**config.mk**
```make
export PLATFORM = sky130hd
export DESIGN_NAME = ipi_dispatch
export DESIGN_NICKNAME = d
export VERILOG_FILES = /design/src/rtl/ipi_pkg.sv /design/src/rtl/ipi_dest_decode.sv /design/src/rtl/ipi_mode_route.sv /design/src/rtl/ipi_dispatch.sv
export SDC_FILE = /design/constraint.sdc
export NUM_CORES = 1
export LEC_CHECK = 0
export ABC_AREA = 1
export BUFFER_PORTS_ARGS = -buffer_cell sky130_fd_sc_hd__buf_2
export CORE_UTILIZATION = 40
export DETAILED_ROUTE_END_ITERATION = 7
export PLACE_DENSITY = 0.72
export SLEW_MARGIN = 20
export SYNTH_ARGS = -nofsm -noshare
export SYNTH_HDL_FRONTEND = slang
export SYNTH_SLANG_ARGS = --single-unit
```
**constraint.sdc**
```tcl
create_clock -name clk -period 4.5 [get_ports clk]
set_clock_uncertainty 0.1 [all_clocks]
set_input_delay 0.9 -clock clk [delete_from_list [all_inputs] [get_ports clk]]
set_output_delay 0.9 -clock clk [all_outputs]
set_load 0.02 [all_outputs]
```
**src/rtl/ipi_pkg.sv**
```systemverilog
package ipi_pkg;

    typedef enum logic [2:0] {
        DM_FIXED  = 3'd0,
        DM_LOWPRI = 3'd1,
        DM_RSV2   = 3'd2,
        DM_RSV3   = 3'd3,
        DM_NMI    = 3'd4,
        DM_INIT   = 3'd5,
        DM_START  = 3'd6,
        DM_RSV7   = 3'd7
    } dmode_e;

    localparam logic [1:0] SEL_LO  = 2'd0;
    localparam logic [1:0] SEL_HI  = 2'd1;
    localparam logic [1:0] SEL_ERR = 2'd2;

    localparam int ERR_W        = 8;
    localparam int ERR_ACCEPT   = 0;
    localparam int ERR_BADMODE  = 1;
    localparam int STATUS_BIT   = 12;

    localparam logic [1:0] SH_NONE  = 2'd0;
    localparam logic [1:0] SH_SELF  = 2'd1;
    localparam logic [1:0] SH_ALL   = 2'd2;
    localparam logic [1:0] SH_OTHER = 2'd3;

endpackage

```
**src/rtl/ipi_dest_decode.sv**
```systemverilog
module ipi_dest_decode
    import ipi_pkg::*;
#(
    parameter int N_UNITS = 16,
    parameter int ID_W    = 4
) (
    input  logic [7:0]         dest,
    input  logic               logical,
    input  logic [1:0]         shorthand,
    input  logic [ID_W-1:0]    self_id,
    input  logic [N_UNITS-1:0] present,
    input  logic [N_UNITS-1:0] match,
    output logic [N_UNITS-1:0] mask
);
    logic [N_UNITS-1:0] phys_hit;
    logic [N_UNITS-1:0] self_hit;
    logic [N_UNITS-1:0] raw_mask;

    for (genvar i = 0; i < N_UNITS; i++) begin : g_unit
        assign phys_hit[i] = (dest == 8'(i)) || (dest == 8'hFF);
        assign self_hit[i] = (self_id == ID_W'(i));
    end

    always_comb begin
        unique case (shorthand)
            SH_SELF:  raw_mask = self_hit;
            SH_ALL:   raw_mask = '1;
            SH_OTHER: raw_mask = ~self_hit;
            default: begin
                if (logical) raw_mask = (dest == 8'h00) ? '0 : match;
                else         raw_mask = phys_hit;
            end
        endcase
    end

    assign mask = raw_mask & present;

endmodule

```
**src/rtl/ipi_mode_route.sv**
```systemverilog
module ipi_mode_route
    import ipi_pkg::*;
#(
    parameter int N_UNITS = 16
) (
    input  logic               fire,
    input  dmode_e             mode,
    input  logic [N_UNITS-1:0] mask,
    input  logic [N_UNITS-1:0] started,
    output logic [N_UNITS-1:0] fixed_o,
    output logic [N_UNITS-1:0] nmi_o,
    output logic [N_UNITS-1:0] init_o,
    output logic [N_UNITS-1:0] sipi_o,
    output logic [N_UNITS-1:0] lp_cand_o,
    output logic               lp_valid_o,
    output logic               empty_o,
    output logic               bad_mode_o
);
    logic [N_UNITS-1:0] live_mask;

    assign live_mask = mask & started;

    always_comb begin
        fixed_o    = '0;
        nmi_o      = '0;
        init_o     = '0;
        sipi_o     = '0;
        lp_cand_o  = '0;
        lp_valid_o = 1'b0;
        empty_o    = 1'b0;
        bad_mode_o = 1'b0;
        if (fire) begin
            unique case (mode)
                DM_FIXED: begin
                    fixed_o = mask;
                    empty_o = ~|mask;
                end
                DM_LOWPRI: begin
                    lp_cand_o  = live_mask;
                    lp_valid_o = |live_mask;
                    empty_o    = ~|live_mask;
                end
                DM_NMI: begin
                    nmi_o   = live_mask;
                    empty_o = ~|live_mask;
                end
                DM_INIT: begin
                    init_o  = mask;
                    empty_o = ~|mask;
                end
                DM_START: begin
                    sipi_o  = mask;
                    empty_o = ~|mask;
                end
                default: bad_mode_o = 1'b1;
            endcase
        end
    end

endmodule

```
**src/rtl/ipi_dispatch.sv**
```systemverilog
module ipi_dispatch
    import ipi_pkg::*;
#(
    parameter int N_UNITS = 16,
    parameter int VEC_W   = 8,
    localparam int ID_W   = (N_UNITS > 1) ? $clog2(N_UNITS) : 1
) (
    input  logic               clk,
    input  logic               rst_n,
    input  logic               wr_en,
    input  logic [1:0]         wr_sel,
    input  logic [31:0]        wr_data,
    input  logic [ID_W-1:0]    self_id,
    input  logic [N_UNITS-1:0] unit_present,
    input  logic [N_UNITS-1:0] unit_started,
    input  logic [N_UNITS-1:0] logical_match,
    output logic [31:0]        cmd_lo,
    output logic [31:0]        cmd_hi,
    output logic [ERR_W-1:0]   err_status,
    output logic [N_UNITS-1:0] fixed_req,
    output logic [N_UNITS-1:0] nmi_req,
    output logic [N_UNITS-1:0] init_req,
    output logic [N_UNITS-1:0] sipi_req,
    output logic               lowpri_valid,
    output logic [N_UNITS-1:0] lowpri_cand,
    output logic [VEC_W-1:0]   out_vector,
    output logic               send_accepted
);
    typedef struct packed {
        logic [31:0]        lo;
        logic [31:0]        hi;
        logic [ERR_W-1:0]   err;
        logic [N_UNITS-1:0] fixed;
        logic [N_UNITS-1:0] nmi;
        logic [N_UNITS-1:0] init;
        logic [N_UNITS-1:0] sipi;
        logic [N_UNITS-1:0] lpc;
        logic               lpv;
        logic [VEC_W-1:0]   vec;
        logic               ok;
    } state_t;

    state_t st_d, st_q;

    logic               fire;
    logic [N_UNITS-1:0] tgt_mask;
    logic [N_UNITS-1:0] r_fixed, r_nmi, r_init, r_sipi, r_lpc;
    logic               r_lpv, r_empty, r_bad;
    dmode_e             mode;

    assign fire = wr_en && (wr_sel == SEL_LO);
    assign mode = dmode_e'(wr_data[10:8]);

    ipi_dest_decode #(
        .N_UNITS (N_UNITS),
        .ID_W    (ID_W)
    ) u_decode (
        .dest      (st_q.hi[31:24]),
        .logical   (wr_data[11]),
        .shorthand (wr_data[19:18]),
        .self_id   (self_id),
        .present   (unit_present),
        .match     (logical_match),
        .mask      (tgt_mask)
    );

    ipi_mode_route #(
        .N_UNITS (N_UNITS)
    ) u_route (
        .fire       (fire),
        .mode       (mode),
        .mask       (tgt_mask),
        .started    (unit_started),
        .fixed_o    (r_fixed),
        .nmi_o      (r_nmi),
        .init_o     (r_init),
        .sipi_o     (r_sipi),
        .lp_cand_o  (r_lpc),
        .lp_valid_o (r_lpv),
        .empty_o    (r_empty),
        .bad_mode_o (r_bad)
    );

    always_comb begin
        st_d       = st_q;
        st_d.fixed = r_fixed;
        st_d.nmi   = r_nmi;
        st_d.init  = r_init;
        st_d.sipi  = r_sipi;
        st_d.lpc   = r_lpc;
        st_d.lpv   = r_lpv;
        st_d.ok    = fire && !r_empty && !r_bad;
        if (fire) begin
            st_d.vec = wr_data[VEC_W-1:0];
        end
        if (wr_en) begin
            unique case (wr_sel)
                SEL_LO: begin
                    st_d.lo             = wr_data;
                    st_d.lo[STATUS_BIT] = 1'b0;
                    if (r_empty) st_d.err[ERR_ACCEPT]  = 1'b1;
                    if (r_bad)   st_d.err[ERR_BADMODE] = 1'b1;
                end
                SEL_HI:  st_d.hi  = wr_data;
                SEL_ERR: st_d.err = '0;
                default: ;
            endcase
        end
    end

    always_ff @(posedge clk) begin
        if (!rst_n) st_q <= '0;
        else        st_q <= st_d;
    end

    assign cmd_lo        = st_q.lo;
    assign cmd_hi        = st_q.hi;
    assign err_status    = st_q.err;
    assign fixed_req     = st_q.fixed;
    assign nmi_req       = st_q.nmi;
    assign init_req      = st_q.init;
    assign sipi_req      = st_q.sipi;
    assign lowpri_valid  = st_q.lpv;
    assign lowpri_cand   = st_q.lpc;
    assign out_vector    = st_q.vec;
    assign send_accepted = st_q.ok;

endmodule

```
==> impl_results.md, run 1 <==
- Initial Util: 0.415
- CTS sink cnt: 147
- Predominant post-synthesis flop cell: dfxtp_1
- Status: complete, no violations
- Met1 GRT Util: 0.297
- Die area: 15000 sq um
- Latest clock arrival within the worst-skew pair: 0.43 ns
- Via count: 5697
- Tmin final: 2.70 ns
- Multi-input gate area: 2400 sq um
- Final slew viol count: 0
- Die Width: 122 um
- Vias in the first global route: 5152
- Count of cell types in the netlist: 30
- Met2 Use GR: 0.381
- CTS HTree Levels: 4
- FF+latch count, synth: 147
- Vias per cell: 4.78
- HPWL Detailed: 13300 um
- CTS Hold Bufs: 0
- Avg Inst Size Synth: 7.48 sq um
- CTS resizes: 0
- Synth area leaders: dfxtp_1, nor2_1, nand2_1, o21ai_0, nand3_1
- Yosys top cell area share: 0.507
- Core area: 14000 sq um
- Setup Crit Path Kind: in -> reg
- Die Y: 122 um
- Post-DRT Antenna Nets: 0
- TritonCTS clock tree: built
- Peak VDD IR: 0.240 mV
- # IOs: 251
- EDFF count, synth: 0
- Area leader, netlist: dfxtp_1
- Met3 Track Usage GR: 0.0795
- Post-synthesis sequential area ratio: 0.507
- Cell Count Post-Placement: 1158
- PwrDens: 406 nW/um^2
- Critical Path AT: 2.95 ns
- Final wirelength: 17600 um
- Gpl congestion: 0.879
- P_leak: 3.88 nW
- Non-Filler Instances: 1193
- Largest net degree at the start of global routing: 64
- CTS Root Cell: clkbuf_16
- Asr flop ratio synth: 0
- Commonest non-fill, non-tap cell in the layout: buf_2
- Layout cell share with drive strength beyond 1: 0.317
- Clock transition at path regs: 0.07 ns
- Hold Crit Class: reg -> reg
- Final #Nets: 1086
- Residual DRC: 0
- Finished Core Util: 0.540
- Slew at the pin with the worst max-slew slack: 1.03 ns
- Number of port buffers: 243
- RSZ-0062 raised after global routing: no
- Syn Inst Count: 775
- Register Area: 2940 sq um
- First-pass GRT wire length: 26900 um
- Slew margin rel.: 0.312
- Gr busiest metal: met2
- Synth warnings: 0
- Pre-antenna DRT Iters: 4
- Endpoints failing setup: 0
- Max Buffers Root-to-Sink: 2
- Crit path launch type: input port
- Final TNS setup: 0 ns
- Layout Area Growth over Synthesis: 30.3%
- Max cap viols: 0
- GRT Overall Usage: 0.238
- Setup crit end kind: flop
- CP required: 4.75 ns
- Std-Cell Rows: 43
- Initial antenna violation count: 4
- Num CTS Buffers: 17
- Post-CTS Setup Bufs: 0
- Synthesized area: 5800 sq um
- DR WL/cell: 14.8 um
- 1st-iter DRT viols: 313
- F_max: 371 MHz
- Fin. Hold Viols: 0
- Crit path max fanout: 37
- Fillers: 1391
- Most frequent cells in the layout: buf_2, nor2_1, dfxtp_1, nand2_1, o21ai_0
- Final Cycle Share: 0.600
- GRT Residual Overflow: 0
[cell type report]
cell class                      instances  share of cell area
Clock inverter                         15              0.0182
Sequential cell                       147               0.390
Clock buffer                           17              0.0563
Inverter                               43              0.0220
Antenna cell                            3            0.000994
Timing Repair Buffer                  247               0.165
Multi-Input combinational cell        541               0.318
Tap cell                              180              0.0298
[stage by stage]
step	area, sq um	power, W	hold slack, ns	worst slack (ns)
4_1_cts	7550	0.00308	0.367	1.82
2_1_floorplan	5820	0.00163	0.438	2.08
3_5_place_dp	6980	0.00174	0.355	1.37
3_3_place_gp	6980	0.00174	0.353	1.39
5_1_grt	7550	0.00318	0.400	1.49
6_report	7550	0.00307	0.370	1.80
[worst paths after layout]
check        startpoint            end  cells after the start  slack (ns)
min           cmd_lo[9]      cmd_lo[9]                      2        0.37
min reg2reg   cmd_lo[9]      cmd_lo[9]                      2        0.37
max reg2reg  cmd_hi[27]  err_status[0]                     15        2.13
max           wr_sel[0]     nmi_req[4]                      9        1.80
[sequential cells by signal, summed over array words and instances (netlist names)]
name	flops
cmd_hi	32
cmd_lo	24
err_status	2
fixed_req	16
init_req	16
lowpri_cand	16
lowpri_valid	1
nmi_req	16
out_vector	7
send_accepted	1
sipi_req	16
[critical path, stage by stage]
cell and delay [ns]:
buf_2 0.10, nor2_1 0.12, inv_1 0.08, nor2_2 0.08, buf_4 0.32, inv_2 0.28
nor2_2 0.28, nand3_1 0.50, nor2_1 0.25
[Yosys cell counts, types with 3 or more instances]
master and count:
nand2_1 126, nor2_1 208, nand2_2 15, a21oi_1 25
dfxtp_1 147, inv_2 3, nand3_2 12, nand3_1 47
buf_4 16, buf_6 4, nor2_2 8, nand4_1 6
o21ai_0 75, buf_2 4, inv_1 38, o21a_1 3
clkbuf_1 22
[logic make-up (layout without fill, tap and decap cells)]
family / after synthesis / after routing / share of synthesized area
compound gates: 108 / 108 / 0.0964
other cells: 1 / 10 / 0.000647
flops: 147 / 147 / 0.507
simple gates: 426 / 426 / 0.313
buf+inv: 93 / 322 / 0.0820
[where the power goes]
| group | total (W) | leakage, nW | internal [W] | switching [W] |
|---|---|---|---|---|
| Combinational | 0.000362 | 2.42 | 0.000116 | 0.000246 |
| Clock | 0.00135 | 0.267 | 0.000728 | 0.000626 |
| Sequential | 0.00135 | 1.19 | 0.00133 | 0.0000185 |
[layer usage]
metal  vias up  wire (um)
met3        20       1560
met5         -          0
met1      2554       7520
met4         0        293
li1       2888          -
met2       235       8270
No activity file was read; power rests on OpenSTA's default activity.
==> run 2: changes to the inputs <==
--- a/config.mk
+++ b/config.mk
@@ -9,7 +9,7 @@
 export BUFFER_PORTS_ARGS = -buffer_cell sky130_fd_sc_hd__buf_2
 export CORE_UTILIZATION = 40
 export DETAILED_ROUTE_END_ITERATION = 7
-export PLACE_DENSITY = 0.72
+export PLACE_DENSITY = 0.75
 export SLEW_MARGIN = 20
 export SYNTH_ARGS = -nofsm -noshare
 export SYNTH_HDL_FRONTEND = slang
==> constraint.sdc (replaced) <==
create_clock -name clk -period 2.4 [get_ports clk]
set_clock_uncertainty 0.1 [all_clocks]
set_input_delay 0.48 -clock clk [delete_from_list [all_inputs] [get_ports clk]]
set_output_delay 0.48 -clock clk [all_outputs]
set_load 0.02 [all_outputs]
==> run 2 against run 1 <==
Setup slack lost 1.6 ns. Global-route usage grew 1.2 points. Clock-buffer cell count is the same. Via count grew 2.1%. Final area grew 3.1%. Combinational power grew 98%. Sequential share of layout area shrank 1.2 points. Core utilization grew 1.7 points. Clock power grew 95%. Worst hold slack lost 0.18 ns. Register-to-register slack lost 1.9 ns. Critical endpoint is now err_status[0].
==> impl_results.md, run 2 (synthesized netlist as in run 1, its figures left out) <==
- Status: complete, no violations
- Crit path max fanout: 16 (-57%)
- Most used cell, CP: nand2_1
- Final TNS setup: 0 ns (unchanged)
- Layout Area Growth over Synthesis: 34.3%
- Placed Area: 7170 sq um (+2.7%)
- P_leak: 4.03 nW (+3.8%)
- Final hold slack: 0.187 ns (-0.184 ns)
- Slew at the pin with the worst max-slew slack: 0.651 ns (-0.380 ns)
- Commonest non-fill, non-tap cell in the layout: buf_2
- Post-CTS Setup Bufs: 0 (unchanged)
- Crit path launch type: flop
- Residual DRC: 0 (unchanged)
- Tmin final: 2.21 ns
- Pre-antenna DRT Iters: 5 (+1)
- GRT Overall Usage: 0.251 (+0.0124)
- # IOs: 251 (unchanged)
- Crit path from: cmd_hi[24]
- Final wirelength: 18500 um (+5.0%)
- Clock transition at path regs: 0.07 ns (about the same)
- Cell Count Post-Placement: 1183 (+2.2%)
- Max cap viols: 0 (unchanged)
- Core area: 14000 sq um (unchanged)
- Layout cell share with drive strength beyond 1: 0.333 (+0.0165)
- Latest clock arrival within the worst-skew pair: 0.43 ns (about the same)
- Max FFs per register: 32 (unchanged)
- F_max: 453 MHz
- Initial antenna violation count: 3 (-1)
- GRT Residual Overflow: 0 (unchanged)
- Hold Crit Class: in -> reg
- Gpl congestion: 0.919 (+4.5%)
- CTS Root Cell: clkbuf_16
- Std-Cell Rows: 43 (unchanged)
- Non-Filler Instances: 1217 (+2.0%)
- Endpoints failing setup: 0 (unchanged)
- HPWL Detailed: 13900 um (+4.7%)
- 1st-iter DRT viols: 236 (-25%)
- Via count: 5817 (+2.1%)
- Peak VDD IR: 0.471 mV (+96%)
- Slew margin rel.: 0.565 (+0.253)
- Reg2reg start: cmd_hi[24]
- Top Family by Delay on Critical Path: simple AND/OR/NAND/NOR gates
- Final Cycle Share: 0.921
- Design Area, Final: 7790 sq um (+3.1%)
- First-pass GRT wire length: 27800 um (+3.3%)
- Slowest cell on crit path: dfxtp_1
- Final #Nets: 1111 (+2.3%)
- Setup Crit Path Kind: reg -> reg
- Finished Core Util: 0.557 (+0.0165)
- Largest net degree at the start of global routing: 64 (unchanged)
- Most frequent cells in the layout: buf_2, nor2_1, dfxtp_1, nand2_1, o21ai_0
- Post-DRT Antenna Nets: 0 (unchanged)
- Worst path buffer plus inverter count: 1 (-3)
- Vias per cell: 4.78 (about the same)
- Worst path max stage delay: 0.36 ns (-0.14 ns)
- RSZ-0062 raised after global routing: no
- Fin. Hold Viols: 0 (unchanged)
- Die Y: 122 um (unchanged)
- PwrDens: 755 nW/um^2 (+86%)
- Setup crit end kind: flop
- Max Buffers Root-to-Sink: 2 (unchanged)
- Crit-path cells: nor2_2 > nand2_2 > inv_2 > nand2_8 > nand2_2 > nand2_1 > nand2_1 > nand2_1 > nand2_1 > nand4_1 > nor2_1 > nand3_1 > nand2_1 > nand2_1 > a21oi_2
- Final slew viol count: 0 (unchanged)
- Initial Util: 0.415 (unchanged)
- Critical Path AT: 2.47 ns (-0.48 ns)
- CTS HTree Levels: 4 (unchanged)
- TritonCTS clock tree: built
- CTS sink cnt: 147 (unchanged)
- Die area: 15000 sq um (unchanged)
- DR WL/cell: 15.2 um (+2.9%)
- Vias in the first global route: 5312 (+3.1%)
- Number of port buffers: 243 (unchanged)
- Die Width: 122 um (unchanged)
- Num CTS Buffers: 17 (unchanged)
- Fillers: 1375 (-1.2%)
- CP required: 2.66 ns (-2.09 ns)
- Hold path start: wr_data[23]
-- run 2: changes by cell type in the layout (fill, tap and decap cells not counted) --
cell	before	now
buf_4	4	29
inv_6	8	5
inv_8	1	3
bufinv_16	0	1
clkinv_4	3	4
clkinvlp_4	3	2
diode_2	3	2
nand2_2	15	14
nand2_8	0	1
nor2_2	8	7
nor2_4	0	1
-- run 2: power breakdown --
part	internal [W]	switching [W]
combinational	0.000246	0.000472
clock	0.00148	0.00115
sequential	0.00250	0.0000359
-- run 2: worst min-delay path: cells and delay by family --
family	cells	cell delay [ns]
buffers and inverters	1	0.08
AND/OR/NAND/NOR	2	0.12
-- run 2: layout make-up --
type	instances	area, sq um	share of cell area
multi-input cells	541	2420	0.311
repair buffers	272	1430	0.184
diodes	2	5.00	0.000643
flip-flops and latches	147	2940	0.378
inverters	43	166	0.0214
well taps	180	225	0.0289
clock buffers	17	425	0.0546
clock inverters	15	165	0.0212
-- run 2: final timing paths --
kind                                       to  slack, ns  cells past startpoint
worst min register to register      cmd_lo[9]       0.38                      2
worst max register to register  err_status[0]       0.19                     15
worst max-delay path            err_status[0]       0.19                     15
worst min-delay path               cmd_lo[23]       0.19                      3
-- run 2: metrics by stage --
| stage | setup WS [ns] | power, W |
|---|---|---|
| 4_1_cts | 0.173 | 0.00591 |
| 2_1_floorplan | 0.402 | 0.00305 |
| 3_5_place_dp | 0.111 | 0.00329 |
| 3_3_place_gp | 0.157 | 0.00329 |
| 5_1_grt | 0.00944 | 0.00611 |
| 6_report | 0.190 | 0.00588 |
-- run 2: timing repair --
item,CTS,global route
hold buffers,0,0
setup endpoints to repair,0,1
hold endpoints to repair,0,0
resized for setup,0,3
-- run 2: layer usage --
layer | vias to the layer above | track usage | routed length, um
li1 | 2933 | - | -
met1 | 2586 | 0.292 | 7590
met2 | 261 | 0.412 | 8670
met3 | 35 | 0.0925 | 1750
met4 | 2 | 0.108 | 501
met5 | - | 0 | 15
==> run 3: changes to the inputs <==
--- a/config.mk
+++ b/config.mk
@@ -9,7 +9,7 @@
 export BUFFER_PORTS_ARGS = -buffer_cell sky130_fd_sc_hd__buf_2
 export CORE_UTILIZATION = 40
 export DETAILED_ROUTE_END_ITERATION = 7
-export PLACE_DENSITY = 0.75
+export PLACE_DENSITY = 0.72
 export SLEW_MARGIN = 20
 export SYNTH_ARGS = -nofsm -noshare
 export SYNTH_HDL_FRONTEND = slang
==> constraint.sdc (replaced) <==
create_clock -name clk -period 2.65 [get_ports clk]
set_clock_uncertainty 0.1 [all_clocks]
set_input_delay 0.53 -clock clk [delete_from_list [all_inputs] [get_ports clk]]
set_output_delay 0.53 -clock clk [all_outputs]
set_load 0.02 [all_outputs]
==> run 3 against run 2 <==
Setup slack better by 0.22 ns. Combinational power fell by 14%. Global-route usage decreased by 0.47 points. First-iteration DRC count is 48% higher. Sequential power is 9.5% lower. Clock power decreased by 7.6%. Sequential share of layout area is 0.74 points higher. Critical path depth is the same. Register-to-register slack better by 0.22 ns. Largest cell class unchanged.
==> impl_results.md, run 3 (synthesized netlist as in run 1, its figures left out) <==
- Residual DRC: 0 (unchanged)
- RSZ-0062 raised after global routing: no
- Std-Cell Rows: 43 (unchanged)
- Fillers: 1404 (+2.1%)
- Slew at the pin with the worst max-slew slack: 0.767 ns (+0.116 ns)
- GRT Residual Overflow: 0 (unchanged)
- Gr busiest metal: met2
- Pre-antenna DRT Iters: 5 (unchanged)
- DR WL/cell: 14.9 um (-1.9%)
- Register Area: 2940 sq um (unchanged)
- Most frequent cells in the layout: buf_2, nor2_1, dfxtp_1, nand2_1, o21ai_0
- Die area: 15000 sq um (unchanged)
- P_leak: 3.93 nW (-2.5%)
- Fin. Hold Viols: 0 (unchanged)
- Multi-input gate area: 2400 sq um (-0.77%)
- Slowest cell on crit path: dfxtp_1
- Worst path buffer plus inverter count: 0 (-1)
- Final wirelength: 17900 um (-3.3%)
- 1st-iter DRT viols: 350 (+48%)
- Final #Nets: 1093 (-1.6%)
- Placed Area: 7040 sq um (-1.9%)
- Vias in the first global route: 5373 (+1.1%)
- Latest clock arrival within the worst-skew pair: 0.43 ns (about the same)
- Initial antenna violation count: 3 (unchanged)
- HPWL Detailed: 13400 um (-3.9%)
- Number of port buffers: 243 (unchanged)
- Final slew viol count: 0 (unchanged)
- GRT Overall Usage: 0.246 (-0.00473)
- Most used cell, CP: nand2_1
- CTS sink cnt: 147 (unchanged)
- # IOs: 251 (unchanged)
- TritonCTS clock tree: built
- CTS HTree Levels: 4 (unchanged)
- PwrDens: 700 nW/um^2 (-7.3%)
- Worst path max stage delay: 0.45 ns (+0.09 ns)
- Clock transition at path regs: 0.07 ns (about the same)
- Initial Util: 0.415 (unchanged)
- Commonest non-fill, non-tap cell in the layout: buf_2
- Die Y: 122 um (unchanged)
- Hold Crit Class: in -> reg
- Setup crit end kind: flop
- Gpl congestion: 0.932 (+1.4%)
- Final TNS setup: 0 ns (unchanged)
- Num CTS Buffers: 17 (unchanged)
- Max cap viols: 0 (unchanged)
- Crit-path cells: nand2_2 > nor2_1 > nand2_2 > nand3_1 > nand2_1 > nand2_1 > nand3_1 > nand2_1 > nor2_1 > nand2_1 > nor2_2 > nand2_1 > nand2_1 > nand2_1 > a21oi_2
- Core area: 14000 sq um (unchanged)
- Endpoints failing setup: 0 (unchanged)
- Post-DRT Antenna Nets: 0 (unchanged)
- Crit path max fanout: 16 (unchanged)
- Critical Path AT: 2.46 ns (about the same)
- Post-CTS Setup Bufs: 0 (unchanged)
- Met2 Use GR: 0.393 (-0.0186)
- Peak VDD IR: 0.556 mV (+18%)
- Vias per cell: 4.78 (about the same)
- Crit path launch type: flop
- Register-to-Register Setup Slack: 0.41 ns (+0.22 ns)
- CTS Root Cell: clkbuf_16
- First-pass GRT wire length: 27700 um (-0.50%)
- Met3 Track Usage GR: 0.0888 (-0.00372)
- CTS resizes: 0 (unchanged)
- Met1 GRT Util: 0.295 (+0.00345)
- Max Buffers Root-to-Sink: 2 (unchanged)
- Setup Crit Path Kind: reg -> reg
- CP required: 2.87 ns (+0.21 ns)
- Slew margin rel.: 0.487 (-0.0776)
- Top Family by Delay on Critical Path: simple AND/OR/NAND/NOR gates
- Status: complete, no violations
- Design Area, Final: 7640 sq um (-1.9%)
- CTS Hold Bufs: 0 (unchanged)
- Largest net degree at the start of global routing: 64 (unchanged)
- Final Cycle Share: 0.846 (-0.0743)
- Layout cell share with drive strength beyond 1: 0.322 (-0.0118)
- Die Width: 122 um (unchanged)
- Max FFs per register: 32 (unchanged)
- Tmin final: 2.24 ns (+0.0332 ns)
- Via count: 5734 (-1.4%)
- Layout Area Growth over Synthesis: 31.7%
- F_max: 446 MHz (-1.5%)
## run 3: changes by cell type in the layout (fill, tap and decap cells not counted)
cell        previous run  this run
clkinv_2               0         1
clkinv_8               1         0
inv_6                  5         6
nor2_4                 1         0
clkinvlp_4             2         4
inv_8                  3         2
clkinv_4               4         1
buf_4                 29        11
nand2_2               14        15
nor2_2                 7         8
bufinv_16              1         2
nand2_8                1         0
## run 3: path summary, 6_finish.rpt
| path | to | start | cells after the start |
|---|---|---|---|
| worst max-delay path | err_status[0] | cmd_hi[27] | 15 |
| worst min-delay path | cmd_lo[15] | wr_data[15] | 3 |
| worst max register to register | err_status[0] | cmd_hi[27] | 15 |
| worst min register to register | err_status[0] | err_status[0] | 2 |
## run 3: tightest hold or removal path, stage by stage
cell and delay [ns]:
buf_2 0.08, nor2_1 0.04, nor2_1 0.08
## run 3: per-stage QoR
stage                util  worst slack, ns  total power [W]  hold slack [ns]  instances
floorplan               -            0.602          0.00276            0.438        781
global placement    0.503            0.323          0.00295            0.349       1165
detailed placement  0.503            0.263          0.00295            0.366       1165
CTS                 0.546            0.410          0.00537            0.227       1197
global route        0.546           0.0783          0.00554            0.241       1197
finish              0.546            0.407          0.00535            0.233       1199
## run 3: power breakdown
| group | internal [W] | leakage, nW | switching, W |
|---|---|---|---|
| sequential | 0.00226 | 1.19 | 0.0000307 |
| clock | 0.00141 | 0.282 | 0.00102 |
| combinational | 0.000201 | 2.46 | 0.000417 |
## run 3: final cells by class
class                   instances  share of cell area
well taps                     180              0.0295
clock buffers                  17              0.0557
repair buffers                254               0.170
flip-flops and latches        147               0.385
inverters                      43              0.0218
multi-input cells             541               0.315
clock inverters                15              0.0223
diodes                          2            0.000655
## run 3: layer usage
layer | up-vias | share of wire | wire [um]
met4 | 2 | 0.030 | 546
met2 | 260 | 0.46 | 8280
met1 | 2539 | 0.41 | 7280
met3 | 40 | 0.10 | 1790
met5 | - | 0.00056 | 10
li1 | 2893 | - | -
